===== src/rtl/ilen_pkg.sv =====
package ilen_pkg;

  typedef enum logic [1:0] {
    IMMK_NONE = 2'd0,
    IMMK_BYTE = 2'd1,
    IMMK_OPSZ = 2'd2
  } imm_kind_e;

  localparam int DISP_SHORT = 1;
  localparam int DISP_WIDE  = 4;
  localparam int IMM_NARROW = 2;
  localparam int IMM_WIDE   = 4;

  localparam logic [7:0] ESCAPE_BYTE = 8'h0F;
  localparam logic [7:0] OPSIZE_BYTE = 8'h66;

  function automatic logic is_legacy_prefix(input logic [7:0] b);
    case (b)
      8'h26, 8'h2E, 8'h36, 8'h3E,
      8'h64, 8'h65, 8'h66, 8'h67,
      8'hF0, 8'hF2, 8'hF3: is_legacy_prefix = 1'b1;
      default:             is_legacy_prefix = 1'b0;
    endcase
  endfunction

endpackage


===== src/rtl/ilen_prefix_scan.sv =====
module ilen_prefix_scan #(
  parameter int MAX_PFX = 4,
  localparam int SCAN  = MAX_PFX + 1,
  localparam int CNT_W = $clog2(MAX_PFX + 2)
) (
  input  logic [8*SCAN-1:0] win,
  output logic [CNT_W-1:0]  pfx_cnt,
  output logic              pfx_overflow,
  output logic              opsz_ovr
);

  logic [SCAN-1:0] is_pfx;
  logic [SCAN-1:0] is_opsz;

  for (genvar g = 0; g < SCAN; g++) begin : g_pos
    assign is_pfx[g]  = ilen_pkg::is_legacy_prefix(win[8*g +: 8]);
    assign is_opsz[g] = (win[8*g +: 8] == ilen_pkg::OPSIZE_BYTE);
  end

  always_comb begin
    logic run;
    run      = 1'b1;
    pfx_cnt  = '0;
    opsz_ovr = 1'b0;
    for (int i = 0; i < SCAN; i++) begin
      if (run && is_pfx[i]) begin
        pfx_cnt = pfx_cnt + 1'b1;
        if (is_opsz[i]) opsz_ovr = 1'b1;
      end else begin
        run = 1'b0;
      end
    end
    pfx_overflow = (pfx_cnt == CNT_W'(SCAN));
  end

endmodule


===== src/rtl/ilen_opcode_class.sv =====
module ilen_opcode_class (
  input  logic                  two_byte,
  input  logic [7:0]            opc,
  output logic                  has_modrm,
  output ilen_pkg::imm_kind_e   imm_kind
);
  import ilen_pkg::*;

  always_comb begin
    has_modrm = 1'b0;
    imm_kind  = IMMK_NONE;
    if (two_byte) begin
      if (opc[7:4] == 4'h8) imm_kind = IMMK_OPSZ;
      else                  has_modrm = 1'b1;
    end else if (opc[7:6] == 2'b00) begin
      case (opc[2:0])
        3'd0, 3'd1, 3'd2, 3'd3: has_modrm = 1'b1;
        3'd4:                   imm_kind  = IMMK_BYTE;
        3'd5:                   imm_kind  = IMMK_OPSZ;
        default:                ;
      endcase
    end else begin
      case (opc) inside
        8'h80, 8'h83, 8'hC6: begin
          has_modrm = 1'b1;
          imm_kind  = IMMK_BYTE;
        end
        8'h81, 8'hC7: begin
          has_modrm = 1'b1;
          imm_kind  = IMMK_OPSZ;
        end
        [8'h84:8'h8B], 8'h8D: has_modrm = 1'b1;
        [8'hB0:8'hB7]:        imm_kind  = IMMK_BYTE;
        [8'hB8:8'hBF]:        imm_kind  = IMMK_OPSZ;
        default:              ;
      endcase
    end
  end

endmodule


===== src/rtl/ilen_modrm_size.sv =====
module ilen_modrm_size #(
  parameter int FLD_W = 3
) (
  input  logic             present,
  input  logic [1:0]       mode,
  input  logic [2:0]       rm,
  input  logic [2:0]       sib_base,
  output logic             has_sib,
  output logic [FLD_W-1:0] disp_len
);
  import ilen_pkg::*;

  assign has_sib = present && (mode != 2'b11) && (rm == 3'd4);

  always_comb begin
    disp_len = '0;
    if (present) begin
      case (mode)
        2'b01: disp_len = FLD_W'(DISP_SHORT);
        2'b10: disp_len = FLD_W'(DISP_WIDE);
        2'b00: begin
          if (rm == 3'd5)                    disp_len = FLD_W'(DISP_WIDE);
          else if (has_sib && sib_base == 3'd5) disp_len = FLD_W'(DISP_WIDE);
        end
        default: disp_len = '0;
      endcase
    end
  end

endmodule


===== src/rtl/insn_length_unit.sv =====
module insn_length_unit #(
  parameter int WIN_BYTES = 16,
  parameter int MAX_PFX   = 4,
  parameter int MAX_LEN   = 15,
  localparam int OFF_W = $clog2(WIN_BYTES),
  localparam int LEN_W = OFF_W + 1,
  localparam int CNT_W = $clog2(MAX_PFX + 2),
  localparam int FLD_W = 3
) (
  input  logic                   clk,
  input  logic                   rst_n,
  input  logic                   in_valid,
  output logic                   in_ready,
  input  logic [8*WIN_BYTES-1:0] in_bytes,
  output logic                   out_valid,
  input  logic                   out_ready,
  output logic [LEN_W-1:0]       out_len,
  output logic                   out_bad,
  output logic [CNT_W-1:0]       out_pfx_cnt,
  output logic [OFF_W-1:0]       out_opc_off,
  output logic                   out_two_byte,
  output logic                   out_has_modrm,
  output logic [OFF_W-1:0]       out_modrm_off,
  output logic                   out_has_sib,
  output logic [OFF_W-1:0]       out_sib_off,
  output logic [FLD_W-1:0]       out_disp_len,
  output logic [OFF_W-1:0]       out_disp_off,
  output logic [FLD_W-1:0]       out_imm_len,
  output logic [OFF_W-1:0]       out_imm_off
);
  import ilen_pkg::*;

  localparam int SCAN = MAX_PFX + 1;

  logic [7:0] wb [WIN_BYTES];
  for (genvar g = 0; g < WIN_BYTES; g++) begin : g_bytes
    assign wb[g] = in_bytes[8*g +: 8];
  end

  // stage 1: prefix run
  logic [CNT_W-1:0] pfx_cnt_c;
  logic             pfx_over;
  logic             opsz;

  ilen_prefix_scan #(.MAX_PFX(MAX_PFX)) u_scan (
    .win          (in_bytes[8*SCAN-1:0]),
    .pfx_cnt      (pfx_cnt_c),
    .pfx_overflow (pfx_over),
    .opsz_ovr     (opsz)
  );

  // stage 2: opcode position and class
  logic [LEN_W-1:0] p_first, p_opc, p_modrm, p_disp, p_imm, len_c;
  logic             esc;
  logic [7:0]       opc_byte;
  logic             has_modrm;
  imm_kind_e        imm_kind;

  assign p_first  = pfx_over ? '0 : LEN_W'(pfx_cnt_c);
  assign esc      = (wb[p_first[OFF_W-1:0]] == ESCAPE_BYTE);
  assign p_opc    = p_first + LEN_W'(esc);
  assign opc_byte = wb[p_opc[OFF_W-1:0]];
  assign p_modrm  = p_opc + LEN_W'(1);

  ilen_opcode_class u_class (
    .two_byte  (esc),
    .opc       (opc_byte),
    .has_modrm (has_modrm),
    .imm_kind  (imm_kind)
  );

  // stage 3: addressing bytes
  logic [7:0]       modrm_b, sib_b;
  logic             has_sib;
  logic [FLD_W-1:0] disp_len;
  logic [OFF_W-1:0] sib_idx;

  assign modrm_b = wb[p_modrm[OFF_W-1:0]];
  assign sib_idx = OFF_W'(p_modrm + LEN_W'(1));
  assign sib_b   = wb[sib_idx];

  ilen_modrm_size #(.FLD_W(FLD_W)) u_addr (
    .present  (has_modrm),
    .mode     (modrm_b[7:6]),
    .rm       (modrm_b[2:0]),
    .sib_base (sib_b[2:0]),
    .has_sib  (has_sib),
    .disp_len (disp_len)
  );

  // stage 4: immediate and total length
  logic [FLD_W-1:0] imm_len;
  logic [LEN_W-1:0] addr_bytes;
  logic             len_over, bad_c;

  always_comb begin
    case (imm_kind)
      IMMK_BYTE: imm_len = FLD_W'(1);
      IMMK_OPSZ: imm_len = opsz ? FLD_W'(IMM_NARROW) : FLD_W'(IMM_WIDE);
      default:   imm_len = '0;
    endcase
  end

  assign addr_bytes = has_modrm ? (has_sib ? LEN_W'(2) : LEN_W'(1)) : '0;
  assign p_disp     = p_modrm + addr_bytes;
  assign p_imm      = p_disp + LEN_W'(disp_len);
  assign len_c      = p_imm + LEN_W'(imm_len);
  assign len_over   = (len_c > LEN_W'(MAX_LEN));
  assign bad_c      = pfx_over || len_over;

  // result register with stream handshake
  logic take;
  assign in_ready = !out_valid || out_ready;
  assign take     = in_valid && in_ready;

  always_ff @(posedge clk or negedge rst_n) begin
    if (!rst_n) begin
      out_valid     <= 1'b0;
      out_len       <= '0;
      out_bad       <= 1'b0;
      out_pfx_cnt   <= '0;
      out_opc_off   <= '0;
      out_two_byte  <= 1'b0;
      out_has_modrm <= 1'b0;
      out_modrm_off <= '0;
      out_has_sib   <= 1'b0;
      out_sib_off   <= '0;
      out_disp_len  <= '0;
      out_disp_off  <= '0;
      out_imm_len   <= '0;
      out_imm_off   <= '0;
    end else if (take) begin
      out_valid     <= 1'b1;
      out_bad       <= bad_c;
      out_len       <= bad_c ? '0 : len_c;
      out_pfx_cnt   <= bad_c ? '0 : pfx_cnt_c;
      out_opc_off   <= bad_c ? '0 : p_opc[OFF_W-1:0];
      out_two_byte  <= !bad_c && esc;
      out_has_modrm <= !bad_c && has_modrm;
      out_modrm_off <= (!bad_c && has_modrm) ? p_modrm[OFF_W-1:0] : '0;
      out_has_sib   <= !bad_c && has_sib;
      out_sib_off   <= (!bad_c && has_sib) ? sib_idx : '0;
      out_disp_len  <= bad_c ? '0 : disp_len;
      out_disp_off  <= (!bad_c && disp_len != '0) ? p_disp[OFF_W-1:0] : '0;
      out_imm_len   <= bad_c ? '0 : imm_len;
      out_imm_off   <= (!bad_c && imm_len != '0) ? p_imm[OFF_W-1:0] : '0;
    end else if (out_ready) begin
      out_valid <= 1'b0;
    end
  end

endmodule


===== config.mk =====
export PLATFORM = sky130hd
export DESIGN_NAME = insn_length_unit
export DESIGN_NICKNAME = d
export VERILOG_FILES = /design/src/rtl/ilen_pkg.sv /design/src/rtl/ilen_prefix_scan.sv /design/src/rtl/ilen_opcode_class.sv /design/src/rtl/ilen_modrm_size.sv /design/src/rtl/insn_length_unit.sv
export SDC_FILE = /design/constraint.sdc
export NUM_CORES = 1
export LEC_CHECK = 0
export ABC_AREA = 1
export BUFFER_PORTS_ARGS = -buffer_cell sky130_fd_sc_hd__buf_2
export CORE_ASPECT_RATIO = 1.1
export CORE_MARGIN = 2
export CORE_UTILIZATION = 23
export DETAILED_ROUTE_END_ITERATION = 6
export GPL_TIMING_DRIVEN = 0
export PLACE_DENSITY = 0.54
export SLEW_MARGIN = 20
export SYNTH_ARGS = -nofsm -noshare
export SYNTH_HDL_FRONTEND = slang
export SYNTH_SLANG_ARGS = --single-unit

===== constraint.sdc =====
create_clock -name clk -period 2.3 [get_ports clk]
set_input_delay 0.575 -clock clk [delete_from_list [all_inputs] [get_ports clk]]
set_output_delay 0.575 -clock clk [all_outputs]
set_load 0.03 [all_outputs]

==> flow_summary.json, run 1 <==
{
  "status": "complete, but fails checks",
  "violations": "negative setup slack",
  "placement.io_buffers": 170,
  "dieArea_mm2": 0.0243,
  "vdd_drop_max_v": 0.000249,
  "num_vias": 7778,
  "grt_pass1_wl_um": 42600,
  "ys_async_sr_fraction_pct": 100,
  "gp_congestion": 0.963,
  "hold_violations": 0,
  "period_share_pct": 356,
  "dp_hpwl_um": 20900,
  "cts_made_buffers": 5,
  "syn_nets": 1067,
  "synth_ff_type": "dfrtp_1",
  "cts_sinks": 38,
  "p_leak_uw": 0.00444,
  "fp.coreArea_mm2": 0.0228,
  "die_width_um": 149,
  "utilization_pct": 38.8,
  "seq_area_frac_synth_pct": 17.9,
  "critPathSlowestCell": "ha_4",
  "cts-root-buf": "clkbuf_16",
  "drt_iter0_drc": 704,
  "met3_length_um": 2590,
  "p_total_uw": 2860,
  "fin_ws_ps": -5890,
  "num_rows": 58,
  "cp-end-kind": "register",
  "drv_slew": 0,
  "syn_area_per_cell_um2": 5.78,
  "grt_max_degree": 39,
  "cp_max_fo": 7,
  "wl_per_cell_um": 19.0,
  "ant_nets": 0,
  "rsz0062_at_grt": "yes",
  "htreeDepth": 2,
  "fill_cells": 2435,
  "overflow": 0,
  "worstSetupPathType": "input pin to register",
  "synth-seq-cells": 38,
  "synthToLayoutAreaGrowth_pct": 66.4,
  "globalRouteTotalUtil_pct": 22.8,
  "tritoncts": "yes",
  "dpl-instance-area_mm2": 0.00673,
  "routed_via_density": 5.13,
  "ys_types": 58,
  "clock.fmax_mhz": 122,
  "arrival_ps": 8400,
  "max_cap_violations": 0,
  "hp-class": "input pin to async pin",
  "setup_violations": 36,
  "layout-drive-gt1-share_pct": 42.5,
  "dpl.cell_count": 1389,
  "ys_warn_count": 0,
  "path_clk_slew_ps": 60,
  "ios": 172,
  "powerDensity_mw_per_mm2": 324,
  "cp-start-kind": "input pin",
  "slew-limit-headroom_pct": 43.1,
  "final_cells": 1515,
  "wl_um": 28800,
  "yosys.cell_count.top_type": "nand2_1",
  "cp_common_cell": "buf_4",
  "initial_utilization_pct": 23.3,
  "skew_ps": 3.71,
  "top_layer_used": "met4",
  "synth.cell_area_mm2": 0.00531,
  "synthTopCellsByArea": "nand2_1 (19%), dfrtp_1 (18%), o21ai_0 (7.5%), nor2_1 (7.1%), inv_1 (6.6%)",
  "crit_required_ps": 2510,
  "crit_start": "in_bytes[18]",
  "antenna_cells": 0,
  "dr_wl_met2_um": 13200,
  "die_h_um": 163,
  "synth_enable_flop_cells": 0,
  "netlist.area_leader.share_pct": 19.2,
  "grt_antenna_before_repair": 1,
  "drcViolationCount": 0,
  "finalInstanceArea_mm2": 0.00884,
  "dr.pass1.iters": 6,
  "tightest_slew_ps": 853,
  "synth_top_cell_by_area": "nand2_1",
  "final_nets": 1362,
  "cts_buffer_depth": 2,
  "r2r_start": "out_valid",
  "grt_pass1_vias": 7635,
  "synth_common_cells": "nand2_1 (272), nor2_1 (100), inv_1 (94)",
  "worstSkewPairLatency_ps": 280,
  "met1_length_um": 11500,
  "critPathMaxStageDelay_ps": 250,
  "post-route-min-period_ps": 8190,
  "syn-instance-count": 919
}
critical path, delay by kind of cell:
| family | cells | cell delay, ps |
|---|---|---|
| AND/OR/NAND/NOR | 6 | 820 |
| adder cells (fa/ha/maj) | 1 | 250 |
| AO/OA/AOI/OAI | 5 | 630 |
| buffers and inverters | 52 | 6120 |
state kept, by name (all words and copies together) (netlist names), 2 cells and up:
register / count
out_sib_off: 4
out_disp_off: 4
out_len: 5
out_pfx_cnt: 3
out_imm_len: 3
out_imm_off: 4
out_disp_len: 2
out_opc_off: 4
out_modrm_off: 4
routing by layer:
layer | vias up | track usage (%)
met3 | 114 | 4.05
met5 | - | 0
met4 | 0 | 11.1
met2 | 472 | 38.2
li1 | 3647 | -
met1 | 3545 | 28.3
layout by cell type (no fill, tap or decap), types with 16 or more instances in the layout:
cell type	n
o21ai_2	21
inv_2	16
nand3_1	56
nand2_2	38
nand2_1	239
o21ai_0	50
buf_2	155
buf_4	121
a21oi_1	33
o21ai_1	29
nor2_1	77
inv_1	77
nand4_1	19
dfrtp_1	38
path summary, 6_finish.rpt:
path	cells after the start	slack, ps	to
setup / recovery	64	-5890	out_len[1]
hold / removal	1	410	out_pfx_cnt[2]
setup reg to reg	5	790	out_len[1]
hold reg to reg	2	470	out_disp_off[2]
max in group asynchronous	1	1360	out_imm_off[0]
min in group clk	2	470	out_disp_off[2]
cell families after synthesis:
logic type | after synthesis | synth area share (%)
xor gates and xnor gates | 9 | 1.98
AOI/OAI and AO/OA | 192 | 21.2
muxes | 7 | 1.32
and+or+nand+nor | 509 | 42.4
other | 1 | 0.0706
DFF | 38 | 17.9
adders and majority gates | 16 | 4.05
buffers and inverters | 147 | 11.1
what timing repair did:
action | in CTS | in global routing
resized for setup | 201 | 65
hold buffers | 0 | 0
setup endpoints to repair | 36 | 36
setup buffers | 104 | 9
cloned | 5 | 1
pin swaps | 60 | 43
metrics by stage:
stage	setup slack, ps	setup TNS (ps)	hold WS (ps)
6_report	-5890	-208870	410
5_1_grt	-6170	-218970	487
4_1_cts	-5750	-204080	439
3_5_place_dp	-7410	-263030	466
3_3_place_gp	-7360	-260970	459
2_1_floorplan	-5240	-184830	279
power by group:
group,internal [uW],switching (uW)
clock,651,256
sequential,712,22.3
combinational,482,738
total,1840,1020
area by class of cell:
type	instances	area [um2]	area share [%]
buffer	41	454	5.14
clock buffer	6	139	1.57
clock inverter	2	60.1	0.680
inverter	106	438	4.95
multi-input combinational	734	4490	50.8
sequential	38	951	10.8
tap	300	375	4.25
timing repair buffer	288	1930	21.8
(Power assumes the default switching activity.)
==> inputs of run 2 (changes only) <==
- SYNTH_HIERARCHICAL: unset -> 1
==> run 2 against run 1 <==
The run still ends with negative setup slack left. Sequential share of layout area rose by 0.41 points. Count of clock-buffer cells in the layout rose by 2. Synthesized area rose by 7.3%. Via count rose by 2.4%. Largest cell class unchanged. Synthesized cell count rose by 7.4%. Global-route usage fell by 2.6 points. Clock skew rose by 3.0 ps. Maximum frequency rose by 0.77%. Register-to-register slack got worse by 170 ps. Die area rose by 7.1%. Wire length fell by 2.4%. Combinational power rose by 23%.
==> flow_summary.json, run 2 <==
{
  "status": "complete, but fails checks",
  "violations": "negative setup slack",
  "cts_sinks": 39,
  "timing.hold.ws_ps": 412,
  "fill_cells": 2638,
  "crit_required_ps": 2510,
  "registers.top_by_ff_count": "out_len",
  "synth-seq-cells": 39,
  "setup_violations": 36,
  "final_nets": 1381,
  "critPathSlowestCell": "fa_2",
  "dieArea_mm2": 0.0261,
  "slew-limit-headroom_pct": 42.4,
  "synth_ff_type": "dfrtp_1",
  "ys_async_sr_fraction_pct": 100,
  "cp-end-kind": "register",
  "die_width_um": 154,
  "clock.fmax_mhz": 123,
  "cts-root-buf": "clkbuf_16",
  "netlist.area_leader.share_pct": 17.1,
  "final_common_cell": "nand2_1",
  "syn_area_per_cell_um2": 5.77,
  "synth_enable_flop_cells": 0,
  "htreeDepth": 2,
  "synthToLayoutAreaGrowth_pct": 53.4,
  "ys_types": 47,
  "antenna_cells": 0,
  "wl_um": 28100,
  "die_h_um": 169,
  "gp_congestion": 0.974,
  "syn_nets": 1138,
  "combinationalPowerShare_pct": 50.5,
  "critPathMaxStageDelay_ps": 450,
  "cp_common_cell": "nand2_1",
  "fp.coreArea_mm2": 0.0244,
  "cp-start-kind": "input pin",
  "worstSetupPathType": "input pin to register",
  "grt_max_degree": 40,
  "hold_violations": 0,
  "dr.pass1.iters": 5,
  "ant_nets": 0,
  "multiInputGateArea_mm2": 0.00450,
  "grt_pass1_vias": 7287,
  "layout_common_cells": "nand2_1 (207), buf_2 (156), o21ai_0 (117)",
  "drcViolationCount": 0,
  "p_total_uw": 2980,
  "placement.io_buffers": 171,
  "tritoncts": "yes",
  "cts_buffer_depth": 2,
  "ios": 172,
  "period_share_pct": 353,
  "pwr-share-seq_pct": 25.8,
  "max_cap_violations": 0,
  "largest_reg_flops": 5,
  "internal-power_uw": 1800,
  "clockPowerShare_pct": 23.7,
  "overflow": 0,
  "rsz0062_at_grt": "yes",
  "utilization_pct": 35.8,
  "ys_warn_count": 6,
  "skew_ps": 6.69,
  "wl_per_cell_um": 18.2,
  "seq_area_frac_synth_pct": 17.1,
  "drv_slew": 0,
  "grt_pass1_wl_um": 41100,
  "globalRouteTotalUtil_pct": 20.3,
  "p_leak_uw": 0.00434,
  "cp_max_fo": 8,
  "num_vias": 7961,
  "synthTopCellsByArea": "dfrtp_1 (17%), nand2_1 (15%), o21ai_0 (14%), inv_1 (7.4%), nor2_1 (6.5%)",
  "synth_top_cell_by_area": "dfrtp_1",
  "cts_made_buffers": 5,
  "dp_hpwl_um": 21600,
  "drt_iter0_drc": 791,
  "synth_common_cells": "nand2_1 (229), o21ai_0 (155), inv_1 (113)",
  "fin_ws_ps": -5830,
  "p_sw_uw": 1180,
  "vdd_drop_max_v": 0.000238,
  "ctsHoldBuffers": 0,
  "powerDensity_mw_per_mm2": 341,
  "hp-class": "input pin to async pin",
  "layout-drive-gt1-share_pct": 36.4,
  "path_clk_slew_ps": 50,
  "regArea_um2": 976,
  "arrival_ps": 8340,
  "fin_tns_setup_ps": -208130,
  "routed_via_density": 5.17,
  "post-route-min-period_ps": 8130,
  "num_rows": 60,
  "switching_share_pct": 39.5,
  "tightest_slew_ps": 864,
  "initial_utilization_pct": 23.4,
  "yosys.cell_count.top_type": "nand2_1",
  "grt_antenna_before_repair": 0,
  "worstSkewPairLatency_ps": 280,
  "syn-instance-count": 987,
  "synth.cell_area_mm2": 0.00570
}
[run 2: final cells by class]
type                       instances  share of cell area (%)
tap                              310                    4.44
inverter                         122                    5.81
clock buffer                       8                    1.79
sequential                        39                    11.2
timing repair buffer             236                    17.4
buffer                            57                    7.86
multi-input combinational        769                    51.5
[run 2: worst max-delay path: cells and delay by family]
family                   cells  cell delay (ps)
buffers and inverters       13             1430
AND/OR/NAND/NOR             33             2930
XOR/XNOR                     1              170
AO/OA/AOI/OAI                8             1190
adder cells (fa/ha/maj)      7             2030
[run 2: routing by layer]
| layer | up-vias | part of all wire (%) | track usage, % |
|---|---|---|---|
| li1 | 3817 | - | - |
| met1 | 3637 | 41 | 26.6 |
| met2 | 424 | 46 | 33.6 |
| met3 | 83 | 8.1 | 2.33 |
| met4 | 0 | 5.1 | 8.94 |
| met5 | - | 0 | 0 |
[run 2: per-stage QoR]
step	instances	setup slack (ps)	instance area, um2
5_1_grt	1541	-6240	8740
3_3_place_gp	1468	-7100	7250
2_1_floorplan	987	-5210	6010
6_report	1541	-5830	8740
4_1_cts	1530	-5660	8420
3_5_place_dp	1468	-7140	7250
[run 2: cell families after synthesis]
group	count (synthesis)	share of synthesized area, %
and+or+nand+nor	463	36.8
adders and majority gates	19	4.57
muxes	11	2.00
buffers and inverters	179	12.5
other	1	0.0658
AOI/OAI and AO/OA	270	26.0
xor gates and xnor gates	5	0.900
DFF	39	17.1
[run 2: path summary, 6_finish.rpt]
path	from	end	slack [ps]	cells past startpoint
max	in_bytes[6]	out_disp_off[0]	-5830	62
min	rst_n	out_len[2]	410	1
max reg2reg	out_valid	out_disp_len[0]	620	6
min reg2reg	out_has_modrm	out_has_modrm	470	2
max in group asynchronous	rst_n	out_opc_off[3]	1340	1
min in group clk	out_has_modrm	out_has_modrm	470	2
[run 2: power by group through the flow]
stage          Combinational (uW)  Clock, uW  Sequential [uW]
3_5_place_dp                 1210          0              782
3_3_place_gp                 1210          0              781
6_report                     1500        708              769
4_1_cts                      1400        728              770
5_1_grt                      1610        765              776
2_1_floorplan                 636          0              889
[run 2: timing repair]
item                       in CTS  in global routing
pin swaps                      42                 61
buffers inserted               46                 11
hold endpoints to repair        0                  0
setup endpoints to repair      36                 36
gates resized for setup       136                 85
gates cloned                    8                  0
==> inputs of run 3 (changes only) <==
- RECOVER_POWER: unset -> 50
==> run 3 against run 2 <==
The run still ends with negative setup slack left. Via count grew 0.25%. Count of clock-buffer cells in the layout stayed put. Power about the same. Worst hold slack gained 33 ps. Combinational power barely moved. Cell count unchanged. Largest cell class unchanged. Highest routed layer unchanged.
==> flow_summary.json, run 3 (synthesis gave the netlist of run 2 again) <==
{
  "status": "complete, but fails checks",
  "violations": "negative setup slack",
  "layout_common_cells": "nand2_1 (207), buf_2 (153), o21ai_0 (117)",
  "gp_congestion": 0.974,
  "wl_per_cell_um": 18.2,
  "post-route-min-period_ps": 8110,
  "antenna_cells": 0,
  "rsz0062_at_grt": "yes",
  "routed_via_density": 5.18,
  "fp.coreArea_mm2": 0.0244,
  "grt_pass1_wl_um": 41100,
  "rrSetupSlack_ps": 610,
  "crit-reg2reg-capture": "out_disp_len[0]",
  "period_share_pct": 353,
  "globalRouteTotalUtil_pct": 20.3,
  "layout-drive-gt1-share_pct": 36.2,
  "ios": 172,
  "drcViolationCount": 0,
  "die_width_um": 154,
  "tritoncts": "yes",
  "arrival_ps": 8320,
  "dr.pass1.iters": 5,
  "tightest_slew_ps": 965,
  "max_cap_violations": 0,
  "clock.fmax_mhz": 123,
  "cp_max_fo": 8,
  "grt_antenna_before_repair": 0,
  "wl_um": 28100,
  "cts-root-buf": "clkbuf_16",
  "placement.io_buffers": 171,
  "synthToLayoutAreaGrowth_pct": 53.4,
  "largest_reg_flops": 5,
  "cp-end-kind": "register",
  "fin_ws_ps": -5810,
  "cts_sinks": 39,
  "drt_iter0_drc": 791,
  "ant_nets": 0,
  "drv_slew": 0,
  "setup_violations": 36,
  "crit_cells": 62,
  "ff2ff_path_depth": 6,
  "crit_required_ps": 2510,
  "worstSkewPairLatency_ps": 280,
  "htreeDepth": 2,
  "dp_hpwl_um": 21600,
  "worstSetupPathType": "input pin to register",
  "cp-start-kind": "input pin",
  "cts_made_buffers": 5,
  "hold_violations": 0,
  "die_h_um": 169,
  "critPathSlowestCell": "fa_2",
  "num_vias": 7981,
  "crit_start": "in_bytes[10]",
  "p_leak_uw": 0.00433,
  "cp_common_cell": "nand2_2",
  "skew_ps": 6.69,
  "hp-class": "input pin to async pin",
  "final_nets": 1381,
  "num_rows": 60,
  "critPathMaxStageDelay_ps": 450,
  "path_clk_slew_ps": 50,
  "r2r_start": "out_valid",
  "place_ws_ps": -7140,
  "dieArea_mm2": 0.0261,
  "grt_pass1_vias": 7287,
  "powerDensity_mw_per_mm2": 341,
  "initial_utilization_pct": 23.4,
  "overflow": 0,
  "vdd_drop_max_v": 0.000238,
  "cts_buffer_depth": 2,
  "slew-limit-headroom_pct": 35.7,
  "crit_buf_inv": 14,
  "utilization_pct": 35.8,
  "registers.top_by_ff_count": "out_len",
  "grt_max_degree": 40,
  "fill_cells": 2639,
  "final_common_cell": "nand2_1",
  "path_delay_family": "simple AND/OR/NAND/NOR gates"
}
run 3: cell count changes in the layout (fill, tap and decap cells not counted), sizes merged:
cell / before / now
buf: 245 / 242
clkbuf: 54 / 57
run 3: per-layer routing:
metal	up-vias	GRT usage, %	wire (um)
met1	3653	26.6	11700
li1	3817	-	-
met5	-	0	0
met2	436	33.6	12900
met3	75	2.33	2180
met4	0	8.94	1340
run 3: worst max path at each step:
| stage | endpoint | slack (ps) |
|---|---|---|
| after floorplan | out_sib_off[2] | -5210 |
| after global placement | out_modrm_off[0] | -7100 |
| after detailed placement | out_modrm_off[0] | -7140 |
| after CTS | out_sib_off[1] | -5660 |
| after global routing | out_imm_off[2] | -6240 |
| final | out_disp_off[0] | -5810 |
run 3: report_power, final:
part	internal (uW)	total, uW	switching, uW
sequential	741	769	28.5
clock	461	708	247
combinational	600	1500	904
run 3: final cells by class:
cell class                 instances  area (um2)  area share (%)
buffer                            57         687            7.86
clock buffer                       8         156            1.79
inverter                         122         508            5.81
multi-input combinational        769        4500            51.5
sequential                        39         976            11.2
tap                              310         388            4.44
timing repair buffer             236        1520            17.4
run 3: metrics by stage:
step	cells	power (uW)	hold slack (ps)	instance area (um2)	setup TNS, ps
2_1_floorplan	987	1520	279	6010	-185280
3_3_place_gp	1468	1990	458	7250	-252330
3_5_place_dp	1468	1990	456	7250	-253700
4_1_cts	1530	2900	442	8420	-202250
5_1_grt	1541	3150	505	8740	-222360
6_report	1541	2980	445	8740	-207640
run 3: timing repair:
item                                    in CTS  in global routing
pin swaps                                   42                 61
endpoints found under the setup margin      36                 36
setup buffers                               46                 11
hold endpoints to repair                     0                  0
resized for setup                          136                 85
cloned                                       8                  0
hold buffers                                 0                  0
